## src/rtl/hb_pkg.sv

```systemverilog
package hb_pkg;
   localparam int BW = 8;
   localparam int DW = 2 * BW;
   typedef enum logic [1:0] {WIN_NONE, WIN_RAM, WIN_REG} win_e;
endpackage

```

## src/rtl/hb_strobe_decode.sv

```systemverilog
module hb_strobe_decode (
   input  logic clk,
   input  logic rst_n,
   input  logic strobe_mode,
   input  logic ds_active_high,
   input  logic rd_n,
   input  logic wr_n,
   output logic active,
   output logic is_wr,
   output logic start
);
   logic active_q;

   always_comb begin
      if (strobe_mode) begin
         active = ds_active_high ? rd_n : ~rd_n;
         is_wr  = ~wr_n;
      end else begin
         active = ~rd_n | ~wr_n;
         is_wr  = ~wr_n;
      end
   end

   always_ff @(posedge clk or negedge rst_n) begin
      if (!rst_n) active_q <= 1'b0;
      else        active_q <= active;
   end

   assign start = active & ~active_q;
endmodule

```

## src/rtl/hb_addr_latch.sv

```systemverilog
module hb_addr_latch #(
   parameter int AW = 16
) (
   input  logic                  clk,
   input  logic                  rst_n,
   input  logic                  addr_mux,
   input  logic                  ale_lo,
   input  logic                  ale_hi,
   input  logic [AW-1:0]         addr_in,
   input  logic [hb_pkg::DW-1:0] data_in,
   output logic [AW-1:0]         eff_addr
);
   import hb_pkg::*;
   localparam int HW = AW - BW;

   if (AW <= BW || AW > DW) begin : g_bad_aw
      initial $fatal(1, "hb_addr_latch: AW must lie in %0d..%0d", BW + 1, DW);
   end

   logic [BW-1:0] lat_lo;
   logic [HW-1:0] lat_hi;
   logic [BW-1:0] cur_lo;
   logic [HW-1:0] cur_hi;

   always_ff @(posedge clk or negedge rst_n) begin
      if (!rst_n) begin
         lat_lo <= '0;
         lat_hi <= '0;
      end else begin
         if (ale_lo) lat_lo <= data_in[BW-1:0];
         if (ale_hi) lat_hi <= data_in[BW+HW-1:BW];
      end
   end

   assign cur_lo   = ale_lo ? data_in[BW-1:0]       : lat_lo;
   assign cur_hi   = ale_hi ? data_in[BW+HW-1:BW]   : lat_hi;
   assign eff_addr = addr_mux ? {cur_hi, cur_lo} : addr_in;
endmodule

```

## src/rtl/hb_lane_pack.sv

```systemverilog
module hb_lane_pack #(
   parameter int AW = 16
) (
   input  logic                  clk,
   input  logic                  rst_n,
   input  logic                  bus_wide,
   input  logic                  hi_first,
   input  logic                  start,
   input  logic                  is_wr,
   input  hb_pkg::win_e          win,
   input  logic [AW-1:0]         eff_addr,
   input  logic                  bhe_n,
   input  logic [hb_pkg::DW-1:0] data_in,
   input  logic [hb_pkg::DW-1:0] acc_rdata,
   output logic                  acc_valid,
   output logic                  acc_write,
   output logic                  acc_ram,
   output logic                  acc_reg,
   output logic [AW-2:0]         acc_addr,
   output logic [1:0]            acc_be,
   output logic [hb_pkg::DW-1:0] acc_wdata,
   output logic [hb_pkg::DW-1:0] data_out
);
   import hb_pkg::*;
   localparam int LANES = DW / BW;

   logic [BW-1:0] held_byte;
   logic [DW-1:0] rd_hold;
   logic          rd_lane;
   logic          rd_wide;
   logic          lane_cur;
   logic [DW-1:0] merged;
   logic [1:0]    lane_be;

   assign lane_cur = eff_addr[0] ^ hi_first;

   for (genvar i = 0; i < LANES; i++) begin : g_lane
      assign merged[i*BW +: BW] = (lane_cur == i[0]) ? data_in[BW-1:0] : held_byte;
      assign lane_be[i]         = (lane_cur == i[0]);
   end

   always_ff @(posedge clk or negedge rst_n) begin
      if (!rst_n) begin
         acc_valid <= 1'b0;
         acc_write <= 1'b0;
         acc_ram   <= 1'b0;
         acc_reg   <= 1'b0;
         acc_addr  <= '0;
         acc_be    <= '0;
         acc_wdata <= '0;
         held_byte <= '0;
         rd_hold   <= '0;
         rd_lane   <= 1'b0;
         rd_wide   <= 1'b1;
      end else begin
         acc_valid <= 1'b0;
         if (acc_valid && !acc_write) rd_hold <= acc_rdata;
         if (start && win != WIN_NONE) begin
            acc_ram <= (win == WIN_RAM);
            acc_reg <= (win == WIN_REG);
            if (bus_wide) begin
               acc_valid <= 1'b1;
               acc_write <= is_wr;
               acc_addr  <= eff_addr[AW-1:1];
               acc_be    <= {~bhe_n, ~eff_addr[0]};
               acc_wdata <= data_in;
               rd_wide   <= 1'b1;
            end else if (is_wr && !eff_addr[0]) begin
               held_byte <= data_in[BW-1:0];
            end else begin
               acc_valid <= 1'b1;
               acc_write <= is_wr;
               acc_addr  <= eff_addr[AW-1:1];
               acc_be    <= is_wr ? 2'b11 : lane_be;
               acc_wdata <= merged;
               rd_wide   <= 1'b0;
               rd_lane   <= lane_cur;
            end
         end
      end
   end

   assign data_out = rd_wide ? rd_hold
                   : {{BW{1'b0}}, rd_lane ? rd_hold[DW-1:BW] : rd_hold[BW-1:0]};
endmodule

```

## src/rtl/hostbus_adapter.sv

```systemverilog
module hostbus_adapter #(
   parameter int AW = 16
) (
   input  logic          clk,
   input  logic          rst_n,
   input  logic          strobe_mode,
   input  logic          ds_active_high,
   input  logic          bus_wide,
   input  logic          hi_first,
   input  logic          addr_mux,
   input  logic          ale_lo,
   input  logic          ale_hi,
   input  logic [AW-1:0] addr_in,
   input  logic [15:0]   data_in,
   output logic [15:0]   data_out,
   output logic          data_oe,
   input  logic          rd_n,
   input  logic          wr_n,
   input  logic          bhe_n,
   input  logic [1:0]    mem_sel_n,
   input  logic          per_sel_n,
   input  logic          per_sel,
   output logic          acc_valid,
   output logic          acc_write,
   output logic          acc_ram,
   output logic          acc_reg,
   output logic [AW-2:0] acc_addr,
   output logic [1:0]    acc_be,
   output logic [15:0]   acc_wdata,
   input  logic [15:0]   acc_rdata
);
   import hb_pkg::*;

   logic          active;
   logic          is_wr;
   logic          start;
   logic [AW-1:0] eff_addr;
   win_e          win;

   always_comb begin
      if (mem_sel_n == 2'b00)       win = WIN_RAM;
      else if (!per_sel_n && per_sel) win = WIN_REG;
      else                          win = WIN_NONE;
   end

   hb_strobe_decode u_strobe (
      .clk(clk), .rst_n(rst_n), .strobe_mode(strobe_mode),
      .ds_active_high(ds_active_high), .rd_n(rd_n), .wr_n(wr_n),
      .active(active), .is_wr(is_wr), .start(start)
   );

   hb_addr_latch #(.AW(AW)) u_addr (
      .clk(clk), .rst_n(rst_n), .addr_mux(addr_mux), .ale_lo(ale_lo),
      .ale_hi(ale_hi), .addr_in(addr_in), .data_in(data_in), .eff_addr(eff_addr)
   );

   hb_lane_pack #(.AW(AW)) u_pack (
      .clk(clk), .rst_n(rst_n), .bus_wide(bus_wide), .hi_first(hi_first),
      .start(start), .is_wr(is_wr), .win(win), .eff_addr(eff_addr),
      .bhe_n(bhe_n), .data_in(data_in), .acc_rdata(acc_rdata),
      .acc_valid(acc_valid), .acc_write(acc_write), .acc_ram(acc_ram),
      .acc_reg(acc_reg), .acc_addr(acc_addr), .acc_be(acc_be),
      .acc_wdata(acc_wdata), .data_out(data_out)
   );

   assign data_oe = active & ~is_wr & (win != WIN_NONE);
endmodule

```

## config.mk

```make
export PLATFORM = sky130hd
export DESIGN_NAME = hostbus_adapter
export DESIGN_NICKNAME = d
export VERILOG_FILES = /design/src/rtl/hb_pkg.sv /design/src/rtl/hb_strobe_decode.sv /design/src/rtl/hb_addr_latch.sv /design/src/rtl/hb_lane_pack.sv /design/src/rtl/hostbus_adapter.sv
export SDC_FILE = /design/constraint.sdc
export NUM_CORES = 1
export LEC_CHECK = 0
export ABC_AREA = 1
export BUFFER_PORTS_ARGS = -buffer_cell sky130_fd_sc_hd__buf_2
export CORE_UTILIZATION = 40
export CTS_BUF_LIST = sky130_fd_sc_hd__clkbuf_8
export CTS_CLUSTER_DIAMETER = 200
export DETAILED_ROUTE_END_ITERATION = 8
export PLACE_DENSITY = 0.65
export SYNTH_ARGS = -nofsm -noshare
export SYNTH_HDL_FRONTEND = slang
export SYNTH_HIERARCHICAL = 1
export SYNTH_SLANG_ARGS = --single-unit
```

## constraint.sdc

```tcl
create_clock -name clk -period 1.71 [get_ports clk]
set_input_delay 0.342 -clock clk [delete_from_list [all_inputs] [get_ports clk]]
set_output_delay 0.342 -clock clk [all_outputs]
set_load 0.01 [all_outputs]
```

==> results.json <==
{
  "drcViolationCount": 0,
  "setup_viol": 8,
  "dp_hpwl_um": 7440,
  "start_util_pct": 41.8,
  "n_antenna_cell": 0,
  "drive_gt1_share_pct": 31.7,
  "yosysUniqueCellTypes": 23,
  "wl_per_cell_um": 13.2,
  "track_usage_pct": 20.4,
  "routed_wl_um": 10300,
  "clock_skew_ps": 9.14,
  "worstMarginPinSlew_ps": 370,
  "ys.flop_type": "dfrtp_1",
  "power.density_nw_per_um2": 1190,
  "first_global_vias": 3515,
  "synthCells": 517,
  "clk_path_buf_depth": 2,
  "path_max_fanout": 8,
  "fillers": 982,
  "place.gp.congestion": 0.847,
  "clkTransAtPathRegs_ps": 90,
  "synth_nets": 581,
  "fin_crit_sh_pct": 109,
  "end_kind": "primary output",
  "ys_ff_latch": 80,
  "period_needed_ps": 1860,
  "pre_cts_slack_ps": 46.6,
  "drtIter0Drc": 205,
  "holdCritPathClass": "in -> reg",
  "antenna_found_initial": 0,
  "critPathKind": "reg -> out",
  "core_sq_um": 9910,
  "drv_slew": 0,
  "synthToLayoutAreaGrowth_pct": 25.6,
  "synth_area_leaders": "dfrtp_1 48%, nand2_1 17%, nand3_1 7.5%, inv_1 6.6%, mux2_2 6.5%",
  "rows": 36,
  "synth_warnings": 6,
  "finalNetCount": 706,
  "use_met2_pct": 32.1,
  "leakage_uw": 0.00303,
  "multi_input_area_sq_um": 1730,
  "cts_setup_buffers": 0,
  "die-area_sq_um": 10800,
  "synth_edf_count": 0,
  "regArea_sq_um": 2000,
  "overflow": 0,
  "r2r-end": "u_pack/acc_wdata[0]",
  "synth_area_per_cell_sq_um": 8.01,
  "status": "finished with violations",
  "synthTopCellsByCount": "183 x nand2_1, 79 x dfrtp_1, 73 x inv_1, 62 x nand3_1, 24 x mux2_2",
  "clockRootBuffer": "clkbuf_8",
  "first_pass_iters": 5,
  "die_h_um": 104,
  "async_flop_share_pct": 100,
  "grt_setup_unrepaired": "yes",
  "final.setup.tns_ps": -1130,
  "cts_sinks": 80,
  "clkLatencyLatePin_ps": 350,
  "crit_path_end": "data_out[4]",
  "max_freq_mhz": 539,
  "synth_largest_area_cell": "dfrtp_1",
  "gr-usage-met3_pct": 3.65,
  "io_pins": 118,
  "route.vias.total": 3633,
  "seq_area_frac_synth_pct": 48.4,
  "rrSetupSlack_ps": 140,
  "use_met1_pct": 28.4,
  "io_buffers": 117,
  "crit_path_start": "u_pack/rd_wide",
  "reg2reg_depth": 9,
  "hold_viol_final": 0,
  "cts_htree_levels": 3,
  "fp.dieW_um": 104,
  "drv_cap": 0,
  "cts_tree": "yes",
  "max-vdd-ir-drop_uv": 527,
  "cp-start-kind": "flip-flop",
  "worst_slew_margin_rel_pct": 75.2,
  "grt_start_max_net_pins": 38,
  "yosysMostFrequentCell": "nand2_1",
  "numCtsBuffers": 9,
  "crit_arrival_ps": 1510,
  "violations": "setup timing",
  "synth_area_sq_um": 4140,
  "ant_nets": 0,
  "synth_top_area_share_pct": 47.7,
  "cp.required_ps": 1370,
  "top_usage_layer": "met2",
  "vias_per_cell": 4.66,
  "largest_registers": "u_pack/acc_wdata (16), u_pack/rd_hold (16), u_pack/acc_addr (15)",
  "fin_ws_ps": -146,
  "r2r_start": "u_addr/lat_lo[0]",
  "grt_pass1_wl_um": 17300,
  "final_util_pct": 52.5
}
==> cells in the final DEF (no fill, tap or decap) <==
cell type,synthesis,layout
nor2_1,15,15
buf_4,6,12
buf_12,1,2
clkbuf_8,0,11
nand3_1,62,62
nand2_1,183,183
mux2_4,0,8
mux2_2,24,16
o21ai_0,6,6
buf_6,3,8
inv_4,3,3
bufinv_16,0,1
nand2_4,1,1
inv_2,3,4
a21oi_2,1,1
clkinv_4,0,2
nand3_2,3,3
inv_1,73,72
dlygate4sd3_1,0,1
nand2_8,0,1
nor2_2,1,1
inv_8,1,1
nand2_2,19,18
dfstp_2,1,1
clkinvlp_4,0,1
nand4_4,1,1
inv_6,0,1
dfrtp_1,79,79
and2_1,16,16
o21ai_1,8,8
buf_2,7,108
==> per-stage QoR <==
step	std cells	hold slack, ps	power [uW]	area (sq um)
CTS	780	206	6250	5200
global placement	763	267	4490	4890
floorplan	517	46.4	3760	4140
detailed placement	763	275	4530	4890
finish	780	215	6190	5200
global route	780	202	6590	5200
==> how the worst min path moves through the flow <==
stage                       startpoint                  end  slack [ps]  depth (start not counted)
after floorplan                  rst_n     u_addr/lat_hi[0]          50                          0
after global placement           rst_n  u_pack/acc_wdata[8]         270                          1
after detailed placement         rst_n  u_pack/acc_wdata[8]         270                          1
after CTS                 acc_rdata[9]    u_pack/rd_hold[9]         210                          2
after global routing      acc_rdata[8]    u_pack/rd_hold[8]         200                          2
final                     acc_rdata[9]    u_pack/rd_hold[9]         220                          2
==> cell families after synthesis <==
group	Yosys count	synth area share (%)
DFF	80	48.4
muxes	24	6.52
buffers and inverters	97	10.8
AOI/OAI and AO/OA	15	1.90
and+or+nand+nor	301	32.4
==> report_power, final <==
part / leakage, uW / internal, uW / total [uW] / switching, uW
sequential: 0.000966 / 2390 / 2680 / 288
clock: 0.000106 / 765 / 1470 / 709
combinational: 0.00196 / 1000 / 2040 / 1040
==> metal layers <==
layer / vias to the layer above / part of all wire (%)
met2: 110 / 45
met4: 0 / 1.6
met3: 13 / 4.8
met1: 1679 / 48
met5: - / 0
li1: 1831 / -
==> layout make-up <==
class | count | share of cell area [%]
sequential | 80 | 38.5
multi-input combinational | 340 | 33.3
timing repair buffer | 131 | 14.8
inverter | 80 | 6.06
tap | 133 | 3.20
clock buffer | 11 | 2.91
clock inverter | 5 | 1.23
==> critical path, cell delays in order, from the launching register on <==
cell	delay, ps
dfstp_2	540
inv_2	60
nand2_8	120
mux2_4	320
buf_6	120
==> repair_timing <==
action / in CTS / in global routing
resized for setup: 19 / 0
endpoints found under the setup margin: 8 / 10
hold buffers: 1 / 0
pin swaps: 1 / 0
endpoints found under the hold margin: 22 / 0
No activity file was read; power rests on OpenSTA's default activity.
